<file path="src/rtl/uft_pkg.sv">
package uft_pkg;

  typedef struct packed {
    logic       txClr;
    logic       rxClr;
    logic       useTxTable;
    logic [1:0] txCode;
    logic [1:0] rxCode;
  } ctlBus_t;

  function automatic int txTableLevel(input int depth, input int code);
    case (code)
      0:       return 1;
      1:       return depth / 4;
      2:       return depth / 2;
      default: return depth - 8;
    endcase
  endfunction

  function automatic int rxTableLevel(input int depth, input int code);
    case (code)
      0:       return 1;
      1:       return depth / 4;
      2:       return depth - 8;
      default: return depth - 4;
    endcase
  endfunction

endpackage

</file>
<file path="src/rtl/uft_ctrl.sv">
module uft_ctrl
  import uft_pkg::*;
#(
  parameter int WORD_W = 8
) (
  input  logic              clk,
  input  logic              rstN,
  input  logic              wrEn,
  input  logic [WORD_W-1:0] wrData,
  input  logic              extEn,
  output logic [WORD_W-1:0] ctrlRead,
  output logic              fifoEn,
  output logic              dmaMode,
  output ctlBus_t           ctl
);
  localparam int EN_BIT   = 0;
  localparam int RXCL_BIT = 1;
  localparam int TXCL_BIT = 2;
  localparam int DMA_BIT  = 3;
  localparam int TXC_LO   = 4;
  localparam int RXC_LO   = 6;

  logic       enReg, dmaReg, txClrReg, rxClrReg, tableTxReg;
  logic [1:0] txCodeReg, rxCodeReg;

  always_ff @(posedge clk) begin
    if (!rstN) begin
      enReg      <= 1'b0;
      dmaReg     <= 1'b0;
      txClrReg   <= 1'b0;
      rxClrReg   <= 1'b0;
      tableTxReg <= 1'b1;
      txCodeReg  <= '0;
      rxCodeReg  <= '0;
    end else begin
      txClrReg <= 1'b0;
      rxClrReg <= 1'b0;
      if (wrEn) begin
        enReg      <= wrData[EN_BIT];
        dmaReg     <= wrData[DMA_BIT];
        txClrReg   <= wrData[EN_BIT] & wrData[TXCL_BIT];
        rxClrReg   <= wrData[EN_BIT] & wrData[RXCL_BIT];
        rxCodeReg  <= wrData[RXC_LO +: 2];
        tableTxReg <= extEn;
        if (extEn) txCodeReg <= wrData[TXC_LO +: 2];
      end
    end
  end

  always_comb begin
    ctrlRead           = '0;
    ctrlRead[EN_BIT]   = enReg;
    ctrlRead[RXCL_BIT] = rxClrReg;
    ctrlRead[TXCL_BIT] = txClrReg;
    ctrlRead[DMA_BIT]  = dmaReg;
    ctrlRead[TXC_LO +: 2] = txCodeReg;
    ctrlRead[RXC_LO +: 2] = rxCodeReg;
  end

  assign fifoEn         = enReg;
  assign dmaMode        = dmaReg;
  assign ctl.txClr      = txClrReg;
  assign ctl.rxClr      = rxClrReg;
  assign ctl.useTxTable = tableTxReg;
  assign ctl.txCode     = txCodeReg;
  assign ctl.rxCode     = rxCodeReg;

  // clear strobe lasts one cycle
  a_r3_tx_clr_single: assert property (@(posedge clk) disable iff (!rstN)
    ctl.txClr |=> !ctl.txClr);
  // strobe only after an enabled reset write
  a_r3_tx_clr_gated: assert property (@(posedge clk) disable iff (!rstN)
    ctl.txClr |-> $past(wrEn && wrData[EN_BIT] && wrData[TXCL_BIT]));
  // same gating on the receive side
  a_r4_rx_clr_gated: assert property (@(posedge clk) disable iff (!rstN)
    ctl.rxClr |-> $past(wrEn && wrData[EN_BIT] && wrData[RXCL_BIT]));
  // transmit code locked without extEn
  a_r5_tx_code_locked: assert property (@(posedge clk) disable iff (!rstN)
    (wrEn && !extEn) |=> $stable(ctl.txCode));
  // table follows extEn of the last write
  a_r7_table_select: assert property (@(posedge clk) disable iff (!rstN)
    wrEn |=> (ctl.useTxTable == $past(extEn)));

endmodule

</file>
<file path="src/rtl/uft_datapath.sv">
module uft_datapath
  import uft_pkg::*;
#(
  parameter int DEPTH = 64,
  parameter int CNT_W = $clog2(DEPTH + 1)
) (
  input  logic             clk,
  input  logic             rstN,
  input  ctlBus_t          ctl,
  input  logic [CNT_W-1:0] txCount,
  input  logic [CNT_W-1:0] rxCount,
  input  logic             txPush,
  output logic             txIrq,
  output logic             rxIrq
);
  localparam int NCODES = 4;

  logic [CNT_W-1:0] txLvlTab [NCODES];
  logic [CNT_W-1:0] rxLvlTab [NCODES];
  logic [CNT_W-1:0] activeTab [NCODES];

  for (genvar c = 0; c < NCODES; c++) begin : g_levels
    localparam int TX_L = txTableLevel(DEPTH, c);
    localparam int RX_L = rxTableLevel(DEPTH, c);
    assign txLvlTab[c]  = CNT_W'(TX_L);
    assign rxLvlTab[c]  = CNT_W'(RX_L);
    assign activeTab[c] = ctl.useTxTable ? txLvlTab[c] : rxLvlTab[c];
  end

  logic [CNT_W-1:0] txLevel, rxLevel;
  assign txLevel = activeTab[ctl.txCode];
  assign rxLevel = activeTab[ctl.rxCode];

  logic filledAbove;
  logic txBelow, txEmpty, fireCond;
  assign txBelow  = txCount < txLevel;
  assign txEmpty  = txCount == '0;
  assign fireCond = filledAbove ? txBelow : txEmpty;

  always_ff @(posedge clk) begin
    if (!rstN) begin
      filledAbove <= 1'b0;
      txIrq       <= 1'b0;
      rxIrq       <= 1'b0;
    end else begin
      if (ctl.txClr)                filledAbove <= 1'b0;
      else if (fireCond && !txIrq)  filledAbove <= 1'b0;
      else if (txPush && (txCount > txLevel)) filledAbove <= 1'b1;
      txIrq <= txIrq ? txBelow : fireCond;
      rxIrq <= (rxCount >= rxLevel) && !ctl.rxClr;
    end
  end

  // receive clear drops the receive request
  a_r4_rx_clr_quiet: assert property (@(posedge clk) disable iff (!rstN)
    ctl.rxClr |=> !rxIrq);
  // receive request needs the count at level
  a_r8_rx_level: assert property (@(posedge clk) disable iff (!rstN)
    rxIrq |-> $past(rxCount >= rxLevel));
  // transmit clear wins over refill
  a_r11_flag_cleared: assert property (@(posedge clk) disable iff (!rstN)
    ctl.txClr |=> !filledAbove);
  // request held while the count stays below level
  a_r10_tx_hold: assert property (@(posedge clk) disable iff (!rstN)
    (txIrq && txBelow) |=> txIrq);
  // without refill flag, rise only on empty
  a_r9_tx_empty_rule: assert property (@(posedge clk) disable iff (!rstN)
    (!txIrq && !filledAbove && !txEmpty) |=> !txIrq);

endmodule

</file>
<file path="src/rtl/uart_fifo_trig_ctl.sv">
module uart_fifo_trig_ctl
  import uft_pkg::*;
#(
  parameter int DEPTH  = 64,
  parameter int WORD_W = 8,
  parameter int CNT_W  = $clog2(DEPTH + 1)
) (
  input  logic              clk,
  input  logic              rstN,
  input  logic              wrEn,
  input  logic [WORD_W-1:0] wrData,
  input  logic              extEn,
  input  logic [CNT_W-1:0]  txCount,
  input  logic [CNT_W-1:0]  rxCount,
  input  logic              txPush,
  output logic [WORD_W-1:0] ctrlRead,
  output logic              fifoEn,
  output logic              dmaMode,
  output logic              txFifoClr,
  output logic              rxFifoClr,
  output logic              txIrq,
  output logic              rxIrq
);
  ctlBus_t ctl;

  uft_ctrl #(.WORD_W(WORD_W)) u_ctrl (
    .clk      (clk),
    .rstN     (rstN),
    .wrEn     (wrEn),
    .wrData   (wrData),
    .extEn    (extEn),
    .ctrlRead (ctrlRead),
    .fifoEn   (fifoEn),
    .dmaMode  (dmaMode),
    .ctl      (ctl)
  );

  uft_datapath #(.DEPTH(DEPTH), .CNT_W(CNT_W)) u_dp (
    .clk     (clk),
    .rstN    (rstN),
    .ctl     (ctl),
    .txCount (txCount),
    .rxCount (rxCount),
    .txPush  (txPush),
    .txIrq   (txIrq),
    .rxIrq   (rxIrq)
  );

  assign txFifoClr = ctl.txClr;
  assign rxFifoClr = ctl.rxClr;

endmodule

</file>
<file path="config.mk">
export PLATFORM = sky130hd
export DESIGN_NAME = uart_fifo_trig_ctl
export DESIGN_NICKNAME = d
export VERILOG_FILES = /design/src/rtl/uft_pkg.sv /design/src/rtl/uft_ctrl.sv /design/src/rtl/uft_datapath.sv /design/src/rtl/uart_fifo_trig_ctl.sv
export SDC_FILE = /design/constraint.sdc
export NUM_CORES = 1
export LEC_CHECK = 0
export ABC_AREA = 1
export BUFFER_PORTS_ARGS = -buffer_cell sky130_fd_sc_hd__buf_2
export CORE_ASPECT_RATIO = 1.25
export CORE_MARGIN = 1.5
export CORE_UTILIZATION = 25
export CTS_CLUSTER_DIAMETER = 120
export DETAILED_ROUTE_END_ITERATION = 8
export GPL_ROUTABILITY_DRIVEN = 0
export MAX_ROUTING_LAYER = met4
export PLACE_DENSITY = 0.58
export SYNTH_ARGS = -nofsm -noshare
export SYNTH_HDL_FRONTEND = slang
export SYNTH_SLANG_ARGS = --single-unit
</file>
<file path="constraint.sdc">
create_clock -name clk -period 1.3 [get_ports clk]
set_input_delay 0.065 -clock clk [delete_from_list [all_inputs] [get_ports clk]]
set_output_delay 0.065 -clock clk [all_outputs]
set_load 0.02 [all_outputs]
</file>
==> results of run 1 <==
tightest hold or removal path: cells and delay by family:
family        cells  cell delay, ns
simple gates      2            0.11
buf+inv           1            0.07
cells by family after synthesis:
group	after synthesis	synth area share [%]
compound gates	20	14.40
fa+ha+maj	10	16.18
buf+inv	18	10.84
flops	12	31.07
simple gates	50	27.51
path summary, 6_finish.rpt:
kind / endpoint
worst min register to register: u_dp.rxIrq
worst min-delay path: u_ctrl.rxCodeReg[0]
worst max-delay path: u_dp.filledAbove
worst max register to register: u_dp.filledAbove
layout by cell type (no fill, tap or decap), types with 5 or more instances in the layout:
cell type	netlist	routed
sky130_fd_sc_hd__buf_4	4	6
sky130_fd_sc_hd__ha_1	10	9
sky130_fd_sc_hd__inv_1	13	11
sky130_fd_sc_hd__nor2_1	19	17
sky130_fd_sc_hd__nand2_1	18	17
sky130_fd_sc_hd__buf_2	1	40
sky130_fd_sc_hd__a21oi_1	8	6
sky130_fd_sc_hd__dfxtp_1	12	7
sky130_fd_sc_hd__nor2_2	3	5
sky130_fd_sc_hd__o21ai_0	8	7
area by class of cell:
class,instances,area (µm²)
Clock buffer,4,26.28
Fill cell,326,1837
Inverter,13,51.30
Multi-Input combinational cell,80,486.7
Sequential cell,12,254.0
Tap cell,36,45.04
Timing Repair Buffer,46,245.2
power groups by stage:
stage | Sequential [W] | Combinational, W | Clock [W]
floorplan | 0.000439 | 0.000133 | 0
global placement | 0.000419 | 0.000246 | 0
detailed placement | 0.000419 | 0.000255 | 0
CTS | 0.000413 | 0.000266 | 0.000241
global route | 0.000416 | 0.000309 | 0.000264
finish | 0.000413 | 0.000269 | 0.000233
sequential cells by signal (all words and copies together), names as in the netlist:
register and flops:
u_ctrl.dmaMode 1, u_ctrl.tableTxReg 1, u_ctrl.txCodeReg 2, u_ctrl.fifoEn 1, u_dp.filledAbove 1, u_ctrl.rxCodeReg 2, u_ctrl.txClrReg 1, u_dp.rxIrq 1
u_dp.txIrq 1, u_ctrl.rxClrReg 1
layer usage:
layer	GRT usage [%]	wire, µm	share of wire [%]	vias up
met5	-	0	0	-
met4	8.013	48	2.6	0
met2	21.25	813	44	34
li1	-	-	-	446
met3	1.364	130	7.1	5
met1	15.35	840	46	375
stage by stage:
stage / instance area [µm²] / TNS, ns
3_5_place_dp: 1050 / -0.4084
6_report: 1109 / -0.3105
3_3_place_gp: 1050 / -0.3326
4_1_cts: 1097 / -0.3934
2_1_floorplan: 802.0 / -0.06913
5_1_grt: 1109 / -0.6902
what timing repair did:
item | 4_1_cts | 5_1_grt
pin swaps | 7 | 2
resized for setup | 6 | 4
cloned | 0 | 0
hold buffers | 0 | 0
buffers inserted | 1 | 0
endpoints found under the setup margin | 3 | 3
==> impl_results.md, run 1 <==
* Transition time of the tightest slew-check pin at 0.1789 ns
* Critical path class: reg -> reg
* CTS Root Cell: sky130_fd_sc_hd__clkbuf_4
* Count of cell instances traversed by the critical path at 11
* Pin count of the biggest net entering global routing at 11
* Largest clock skew in the final design at 0.004179 ns
* Worst slew margin relative to its limit at 87.97%
* Crit path arrival time at 1.59 ns
* Number of buffer and inverter instances along the worst setup path at 1
* Number of synthesized register bits at 12
* Post-synth top cells: sky130_fd_sc_hd__nor2_1, sky130_fd_sc_hd__nand2_1, sky130_fd_sc_hd__inv_1, sky130_fd_sc_hd__dfxtp_1, sky130_fd_sc_hd__ha_1
* Final routed DRC violation total at 0
* Hold Startpoint: wrData[6]
* Global-route wire length before repair at 3367 µm
* Worst setup timing slack at the placement stage at -0.1522 ns
* Achievable Freq at 702.6 MHz
* Average wire per cell in the routed design at 9.597 µm
* Cell accounting for the most synthesized area: sky130_fd_sc_hd__dfxtp_1
* Overall overflow remaining after global route at 0
* Worst path max stage delay at 0.33 ns
* Net switching power of the design at 0.0002847 W
* Area of the placeable core at 2945 µm²
* Most frequent cell on the critical path: sky130_fd_sc_hd__nor2_2
* Proportion of register bits with asynchronous set or reset after synthesis at 0%
* # H-tree levels at 1
* Start of the worst register-to-register path: u_ctrl.tableTxReg
* CP top delay family: simple AND/OR/NAND/NOR gates
* Core Rows at 22
* CP Capture Type: register
* Max-cap violations at 0
* Power share of the combinational group at 29.4%
* Cell with the most instances after synthesis: sky130_fd_sc_hd__nor2_1
* Path type of the worst min-delay path: in -> reg
* Largest vdd supply drop at 618.9 µV
* Synth Area per Inst at 7.029 µm²
* Area fraction of the dominant cell type after synthesis at 31.07%
* Final std cells w/o fill at 191
* Final Worst Setup Slack at -0.1233 ns
* Number of antenna violations at the first check in global routing at 0
* Hold Worst Slack at 0.009420 ns
* Cell internal pwr at 0.0006311 W
* Fraction of the yosys area taken by sequential cells at 31.07%
* WHS Path Cells at 3
* Clock Pin Slew Worst Setup and Hold Paths at 0.07 ns
* Power share of the clock group at 25.5%
* Placed cell count at 186
* Number of enable flip-flop cells after synthesis at 0
* Overall fraction of global-route tracks in use at 13.13%
* Critical path startpoint category: register
* Cells taking the most area after synthesis: sky130_fd_sc_hd__dfxtp_1, sky130_fd_sc_hd__ha_1, sky130_fd_sc_hd__nor2_1
* Flop pwr share at 45.1%
* R2R Setup Slk at -0.12 ns
* CP Launch Point: u_ctrl.tableTxReg
* Total CTS buffers at 3
* Number of DRC markers in iteration 0 at 17
* Number of cells on the worst reg-to-reg path at 11
* Sequence of cells on the critical path: inv_4 -> a21oi_2 -> ha_1 -> nand2_2 -> nor2_2 -> nor2_2 -> nand3_1 -> nand2_1 -> nand2_2 -> nand2_1 -> nor2_2
* Pwr per Cell Area at 826.1 nW/µm²
* CTS tree: built
* Ys Warns at 0
* Violations in the final reports: negative setup slack
* Layout cells sized above 1 at 45.16%
* Overall routed net length at 1833 µm
* Die outline height at 65.18 µm
* Die outline width at 52.75 µm
* Detailed Place HPWL at 1531 µm
* Total number of vias at 860
* Cell count after synthesis at 110
* Synthesized net count at 147
* Worst-Skew Late Latency at 0.27 ns
* Post-DRT Antenna Nets at 0
* Final hold violation count at 0
* Post-route clock period utilization at 109.5%
* Count of input and output buffers at 40
* Clock period minus final worst setup slack at 1.423 ns
* Area enclosed by the die boundary at 3438 µm²
* Util after Layout at 37.64%
* Setup repair after global routing missed its margin: true
* Vias in the first global route at 870
* Area overhead of the layout relative to synthesis at 43.37%
* First-pass iteration count of the detailed router at 4
* Post-layout net count at 193
* I/O pin count at 41
* CP Data Required Time at 1.47 ns
* Clk sinks at 12
* Post-synth top flop: sky130_fd_sc_hd__dfxtp_1
* Result of the run: finished with violations
* Net switching fraction of the power at 31.08%
* Per-cell via count in the routed design at 4.503
* Netlist Area Pre-Place at 773.2 µm²
* Post-layout power at 0.0009158 W
* Clk buf depth at 2
* Critical-path top delay cell: sky130_fd_sc_hd__dfxtp_2
* Max-slew violation count at 0
* Starting utilization of the core area at 26.25%
* Diodes inserted at 0
* Distinct cell type count after synthesis at 18
* Leakage Power at 0.5749 nW
* Setup-violating endpoint count in the final report at 3
* Crit path max fanout at 7
Power figures use the tool's default switching activity.
==> inputs of run 2 (changes only) <==
- ABC_CLOCK_PERIOD_IN_PS: default -> 1300
- PLACE_DENSITY: 0.58 -> 0.57
- SYNTH_HIERARCHICAL: default -> 1
==> impl_results.md, run 2 <==
* Result of the run: finished with violations
* Violations in the final reports: negative setup slack
* Clock Pin Slew Worst Setup and Hold Paths at 0.05 ns
* Crit path max fanout at 5
* Setup_tns at -0.1747 ns
* Synth Area per Inst at 7.131 µm²
* Starting utilization of the core area at 26.74%
* Per-cell via count in the routed design at 4.246
* Area of combinational cells with multiple inputs at 540.5 µm²
* Worst path max stage delay at 0.33 ns
* Worst slew margin relative to its limit at 88.27%
* Worst-Skew Late Latency at 0.24 ns
* Util after Layout at 36.54%
* Xor/xnor share of the synthesized area at 0%
* Diodes inserted at 0
* Sink of the worst hold path: u_ctrl/rxClrReg
* Detailed Place HPWL at 1589 µm
* Crit path arrival time at 1.58 ns
* Transition time of the tightest slew-check pin at 0.1741 ns
* Largest vdd supply drop at 617.4 µV
* R2R Setup Slk at -0.1 ns
* Cell internal pwr at 0.0007953 W
* Power share of the combinational group at 26.5%
* Critical path startpoint category: register
* Total number of vias at 845
* Cell count after synthesis at 123
* CTS Root Cell: sky130_fd_sc_hd__clkbuf_8
* Average wire per cell in the routed design at 9.734 µm
* Capture instance of the worst register-to-register path: u_dp/filledAbove
* Clock period minus final worst setup slack at 1.398 ns
* Sequence of cells on the critical path: inv_4 -> a21oi_2 -> ha_1 -> nand2_2 -> nor2_2 -> nand2_2 -> nand3_2 -> nand2_2 -> nand2_2 -> nand2_2 -> nor2_2
* Critical-path top delay cell: sky130_fd_sc_hd__dfxtp_2
* Netlist Area Pre-Place at 877.1 µm²
* Largest clock skew in the final design at 0.001868 ns
* Max-slew violation count at 0
* Flop pwr share at 37.3%
* Cell accounting for the most synthesized area: sky130_fd_sc_hd__dfxtp_1
* Number of cells on the worst reg-to-reg path at 11
* Power share of the clock group at 36.2%
* CTS tree: built
* Area overhead of the layout relative to synthesis at 36.66%
* Start of the worst register-to-register path: u_ctrl/tableTxReg
* Pin count of the biggest net entering global routing at 10
* Cell with the most instances after synthesis: sky130_fd_sc_hd__nor2_1
* Most common library cell in the layout ignoring fill and taps: sky130_fd_sc_hd__buf_2
* I/O pin count at 41
* Post-DRT Antenna Nets at 0
* Dominant combinational cell family by area after synthesis: simple AND/OR/NAND/NOR gates
* Global-route wire length before repair at 3153 µm
* Total CTS buffers at 3
* Vias in the first global route at 811
* Hold Startpoint: wrData[1]
* Largest registers in the final layout: u_ctrl/rxCodeReg (2), u_ctrl/txCodeReg (2)
* # H-tree levels at 1
* Area enclosed by the die boundary at 3875 µm²
* Die outline height at 69.23 µm
* Net switching fraction of the power at 29.12%
* Number of DRC markers in iteration 0 at 7
* Post-synth top flop: sky130_fd_sc_hd__dfxtp_1
* Cts-stage hold buffer count at 0
* Mux cell area share after synthesis at 0%
* Number of buffer and inverter instances along the worst setup path at 1
* Setup-violating endpoint count in the final report at 2
* Area of the placeable core at 3281 µm²
* Fraction of the yosys area taken by sequential cells at 27.39%
* Area fraction in and, or, nand and nor cells after synthesis at 32.95%
* Layout cells sized above 1 at 49.38%
* Final hold violation count at 0
* Setup repair after global routing missed its margin: true
* Cells taking the most area after synthesis: sky130_fd_sc_hd__dfxtp_1, sky130_fd_sc_hd__ha_1, sky130_fd_sc_hd__nor2_1
* Ys Warns at 6
* Synthesized net count at 160
* Distinct cell type count after synthesis at 23
* Proportion of register bits with asynchronous set or reset after synthesis at 0%
* Critical path class: reg -> reg
* Leading cell types in the layout, fill and taps excluded: sky130_fd_sc_hd__buf_2, sky130_fd_sc_hd__nor2_1, sky130_fd_sc_hd__nand2_1
* Net switching power of the design at 0.0003267 W
* Clk sinks at 12
* Achievable Freq at 715.5 MHz
* Max-cap violations at 0
* Pwr per Cell Area at 936.0 nW/µm²
* Count of input and output buffers at 40
* First-pass iteration count of the detailed router at 4
* Final Worst Setup Slack at -0.09754 ns
* Most frequent cell on the critical path: sky130_fd_sc_hd__nand2_2
* Number of antenna violations at the first check in global routing at 0
* CP top delay family: simple AND/OR/NAND/NOR gates
* CP Capture Type: register
* Number of synthesized register bits at 12
* Hold Worst Slack at 0.04537 ns
* Adder and majority gate portion of the synthesized area at 14.27%
* Clk buf depth at 2
* Core Rows at 23
* Post-route clock period utilization at 107.5%
* WHS Path Cells at 3
* Overall overflow remaining after global route at 0
* Synth Area in Compound Gates at 9.558%
* CP Data Required Time at 1.48 ns
* Overall fraction of global-route tracks in use at 10.37%
* Register Area at 249.0 µm²
* Overall routed net length at 1937 µm
* Filler Cell Count at 380
* Area fraction of the dominant cell type after synthesis at 27.39%
* Number of enable flip-flop cells after synthesis at 0
* Die outline width at 55.98 µm
* Path type of the worst min-delay path: in -> reg
* Leakage Power at 0.6239 nW
* Post-synth top cells: sky130_fd_sc_hd__nor2_1, sky130_fd_sc_hd__nand2_1, sky130_fd_sc_hd__dfxtp_1, sky130_fd_sc_hd__buf_4, sky130_fd_sc_hd__inv_1
* Post-layout net count at 200
* Final routed DRC violation total at 0
[run 2: cell types whose count changed in the layout (fill, tap and decap cells not counted), moves of 4 or more]
cell | before | now
sky130_fd_sc_hd__nor2_1 | 17 | 23
sky130_fd_sc_hd__a21oi_1 | 6 | 1
sky130_fd_sc_hd__clkbuf_8 | 0 | 4
sky130_fd_sc_hd__nand2_2 | 3 | 7
[run 2: worst max-delay path by stage]
| stage | to | startpoint | slack (ns) | cells past startpoint |
|---|---|---|---|---|
| 2_1_floorplan | u_dp/filledAbove | u_ctrl/tableTxReg | -0.09 | 12 |
| 3_3_place_gp | u_dp/filledAbove | u_ctrl/txCodeReg[1] | -0.13 | 10 |
| 3_5_place_dp | u_dp/filledAbove | u_ctrl/txCodeReg[1] | -0.16 | 10 |
| 4_1_cts | u_dp/filledAbove | u_ctrl/tableTxReg | -0.12 | 11 |
| 5_1_grt | u_dp/filledAbove | u_ctrl/tableTxReg | -0.18 | 11 |
| 6_report | u_dp/filledAbove | u_ctrl/tableTxReg | -0.1 | 11 |
[run 2: cells by family (layout without fill, tap and decap cells)]
family,count (synthesis),count (layout)
buffers and inverters,26,65
and+or+nand+nor,60,60
AOI/OAI and AO/OA,15,15
DFF,12,12
adders and majority gates,10,10
[run 2: area by class of cell]
| type | count | share of cell area [%] |
|---|---|---|
| Clock buffer | 4 | 4.593 |
| Inverter | 15 | 4.906 |
| Multi-Input combinational cell | 85 | 45.09 |
| Sequential cell | 12 | 20.77 |
| Tap cell | 37 | 3.862 |
| Timing Repair Buffer | 46 | 20.77 |
[run 2: stage by stage]
stage / worst slack [ns] / total power, W / instance area [µm²] / instances
after floorplan: -0.09426 / 0.0006093 / 889.6 / 123
after CTS: -0.1217 / 0.001121 / 1162 / 199
after global placement: -0.1325 / 0.0006976 / 1087 / 194
final: -0.09754 / 0.001122 / 1199 / 199
after global routing: -0.1822 / 0.001191 / 1199 / 199
after detailed placement: -0.1612 / 0.0006992 / 1087 / 194
[run 2: power groups by stage]
stage / sequential [W] / combinational [W] / clock (W)
after floorplan: 0.000430 / 0.000179 / 0
after global placement: 0.000424 / 0.000273 / 0
after detailed placement: 0.000425 / 0.000275 / 0
after CTS: 0.000418 / 0.000282 / 0.000420
after global routing: 0.000422 / 0.000335 / 0.000434
final: 0.000418 / 0.000297 / 0.000406
[run 2: timing repair]
item	in CTS	in global routing
buffers inserted	1	0
endpoints found under the setup margin	3	3
gates resized for setup	5	10
pin swaps	7	6
endpoints found under the hold margin	0	0
[run 2: metal layers]
layer  vias up  GRT usage (%)  share of wire (%)
met1       357          10.84                 41
li1        457              -                  -
met5         -              -                  0
met2        27          18.82                 53
met3         4          2.425                4.7
met4         0          3.439                2.0
[run 2: worst register-to-register path, stage by stage, from the launching register on]
cell                      delay (ns)
sky130_fd_sc_hd__dfxtp_2        0.33
sky130_fd_sc_hd__inv_4          0.07
sky130_fd_sc_hd__a21oi_2        0.05
sky130_fd_sc_hd__ha_1           0.28
sky130_fd_sc_hd__nand2_2        0.07
sky130_fd_sc_hd__nor2_2         0.13
sky130_fd_sc_hd__nand2_2        0.09
sky130_fd_sc_hd__nand3_2        0.08
sky130_fd_sc_hd__nand2_2        0.05
sky130_fd_sc_hd__nand2_2        0.07
sky130_fd_sc_hd__nand2_2        0.05
sky130_fd_sc_hd__nor2_2         0.06
==> inputs of run 3 (changes only) <==
- CORE_UTILIZATION: 25 -> 41
- MAX_ROUTING_LAYER: met4 -> default
- PLACE_DENSITY: 0.57 -> 0.82
==> impl_results.md, run 3 (same netlist as run 2, synthesis figures left out) <==
* Result of the run: finished with violations
* Violations in the final reports: design-rule violations, negative setup slack
* Leading cell types in the layout, fill and taps excluded: sky130_fd_sc_hd__buf_2, sky130_fd_sc_hd__nor2_1, sky130_fd_sc_hd__nand2_1
* Largest clock skew in the final design at 0.007144 ns
* Final design instance area without fill at 1171 µm²
* Area of combinational cells with multiple inputs at 564.3 µm²
* Total met2 wirelength after detailed routing at 1028 µm
* Setup repair after global routing missed its margin: true
* Post-DRT Antenna Nets at 0
* Routed metal-1 wirelength at 752 µm
* First-pass iteration count of the detailed router at 6
* CTS tree: built
* Total number of vias at 850
* CP Capture Type: register
* Layout cells sized above 1 at 48.45%
* Area overhead of the layout relative to synthesis at 33.52%
* Critical path startpoint category: register
* Area enclosed by the die boundary at 2427 µm²
* Filler Cell Count at 171
* Number of DRC markers in iteration 0 at 13
* Placement Cell Area at 1059 µm²
* Total CTS buffers at 3
* Sink of the worst hold path: u_ctrl/txClrReg
* Final Worst Setup Slack at -0.1085 ns
* # H-tree levels at 1
* Crit path arrival time at 1.62 ns
* Clock Pin Slew Worst Setup and Hold Paths at 0.08 ns
* Post-layout net count at 199
* Final std cells w/o fill at 181
* Path type of the worst min-delay path: in -> reg
* Worst-Skew Late Latency at 0.27 ns
* Vias in the first global route at 729
* Die outline width at 44.37 µm
* Worst setup timing slack at the placement stage at -0.1193 ns
* Pin count of the biggest net entering global routing at 10
* Largest vdd supply drop at 606.4 µV
* Max-cap violations at 0
* Max-slew violation count at 0
* Placed cell count at 176
* Critical-path top delay cell: sky130_fd_sc_hd__dfxtp_2
* Pwr per Cell Area at 868.5 nW/µm²
* Overall fraction of global-route tracks in use at 15.75%
* CP Data Required Time at 1.51 ns
* Largest registers in the final layout: u_ctrl/rxCodeReg (2), u_ctrl/txCodeReg (2)
* Start of the worst register-to-register path: u_ctrl/tableTxReg
* Average wire per cell in the routed design at 10.44 µm
* Per-cell via count in the routed design at 4.696
* Setup_tns at -0.2615 ns
* Global-route wire length before repair at 2808 µm
* Post-route clock period utilization at 108.3%
* Top metal layer carrying routed signals: met4
* Post-layout power at 0.001017 W
* Overall overflow remaining after global route at 0
* Transition time of the tightest slew-check pin at 0.1669 ns
* Final hold violation count at 0
* Clock period minus final worst setup slack at 1.408 ns
* Final routed DRC violation total at 1
* WHS Path Cells at 3
* R2R Setup Slk at -0.11 ns
* Area of the placeable core at 2004 µm²
* Most common library cell in the layout ignoring fill and taps: sky130_fd_sc_hd__buf_2
* Register Area at 249.0 µm²
* Crit path max fanout at 6
* Starting utilization of the core area at 43.76%
* Core Rows at 18
* Number of cells on the worst reg-to-reg path at 10
* Capture instance of the worst register-to-register path: u_dp/txIrq
* Length of routed met3 wiring at 94 µm
* Count of input and output buffers at 40
* Hold Startpoint: wrData[2]
* CTS Root Cell: sky130_fd_sc_hd__clkbuf_4
* Leakage Power at 0.6173 nW
* Achievable Freq at 710.0 MHz
* Setup-violating endpoint count in the final report at 3
* Diodes inserted at 0
* Worst path max stage delay at 0.35 ns
* Clk buf depth at 2
* Clk sinks at 12
* Critical path class: reg -> reg
* Number of antenna violations at the first check in global routing at 0
* Die outline height at 54.71 µm
* I/O pin count at 41
* Sequence of cells on the critical path: inv_4 -> a21oi_4 -> ha_4 -> nand2_4 -> nor2_2 -> nor2_4 -> nand3_2 -> nand2_2 -> nand2_2 -> a21oi_2
* Overall routed net length at 1889 µm
* Detailed Place HPWL at 1455 µm
* Most frequent cell on the critical path: sky130_fd_sc_hd__nand2_2
* Worst slew margin relative to its limit at 88.76%
run 3: changes by cell type in the layout (fill, tap and decap cells not counted), sizes merged:
cell and delta:
buf -1
run 3: worst max-delay path by stage:
stage / start / to / slack (ns)
after detailed placement: u_ctrl/txCodeReg[1] / u_dp/txIrq / -0.12
after global placement: u_ctrl/txCodeReg[0] / u_dp/filledAbove / -0.07
after CTS: u_ctrl/tableTxReg / u_dp/txIrq / -0.1
after global routing: u_ctrl/tableTxReg / u_dp/txIrq / -0.17
after floorplan: u_ctrl/tableTxReg / u_dp/filledAbove / -0.09
final: u_ctrl/tableTxReg / u_dp/txIrq / -0.11
run 3: critical path, delay by kind of cell, from the launching register on:
kind	cells	cell delay (ns)
AND/OR/NAND/NOR	6	0.42
flip-flops	1	0.35
AO/OA/AOI/OAI	2	0.29
adder cells (fa/ha/maj)	1	0.23
buffers and inverters	1	0.06
run 3: area by class of cell:
| class | count | share of cell area (%) |
|---|---|---|
| clock buffer | 4 | 3.098 |
| timing repair buffer | 45 | 20.30 |
| tap | 20 | 2.137 |
| multi-input combinational | 85 | 48.18 |
| inverter | 15 | 5.021 |
| sequential | 12 | 21.26 |
run 3: what timing repair did:
item	4_1_cts	5_1_grt
setup buffers	0	1
endpoints found under the setup margin	3	3
gates resized for setup	4	11
pin swaps	0	6
cloned	0	0
hold buffers	0	0
run 3: per-stage QoR:
| step | util, % | hold WS, ns |
|---|---|---|
| 6_report | 58.43 | 0.02162 |
| 5_1_grt | 58.43 | 0.01367 |
| 4_1_cts | 55.49 | 0.01330 |
| 3_5_place_dp | 52.81 | 0.2921 |
| 3_3_place_gp | 52.81 | 0.2915 |
| 2_1_floorplan | - | 0.1490 |
run 3: per-layer routing:
layer	global-route usage, %	up-vias
met3	2.970	2
met4	6.061	0
met2	30.88	23
met5	0	-
li1	-	459
met1	16.24	366
run 3: power breakdown:
group / leakage, nW / internal, W / switching [W]
sequential: 0.101 / 0.000393 / 0.0000258
combinational: 0.496 / 0.000139 / 0.000171
clock: 0.0210 / 0.000170 / 0.000119
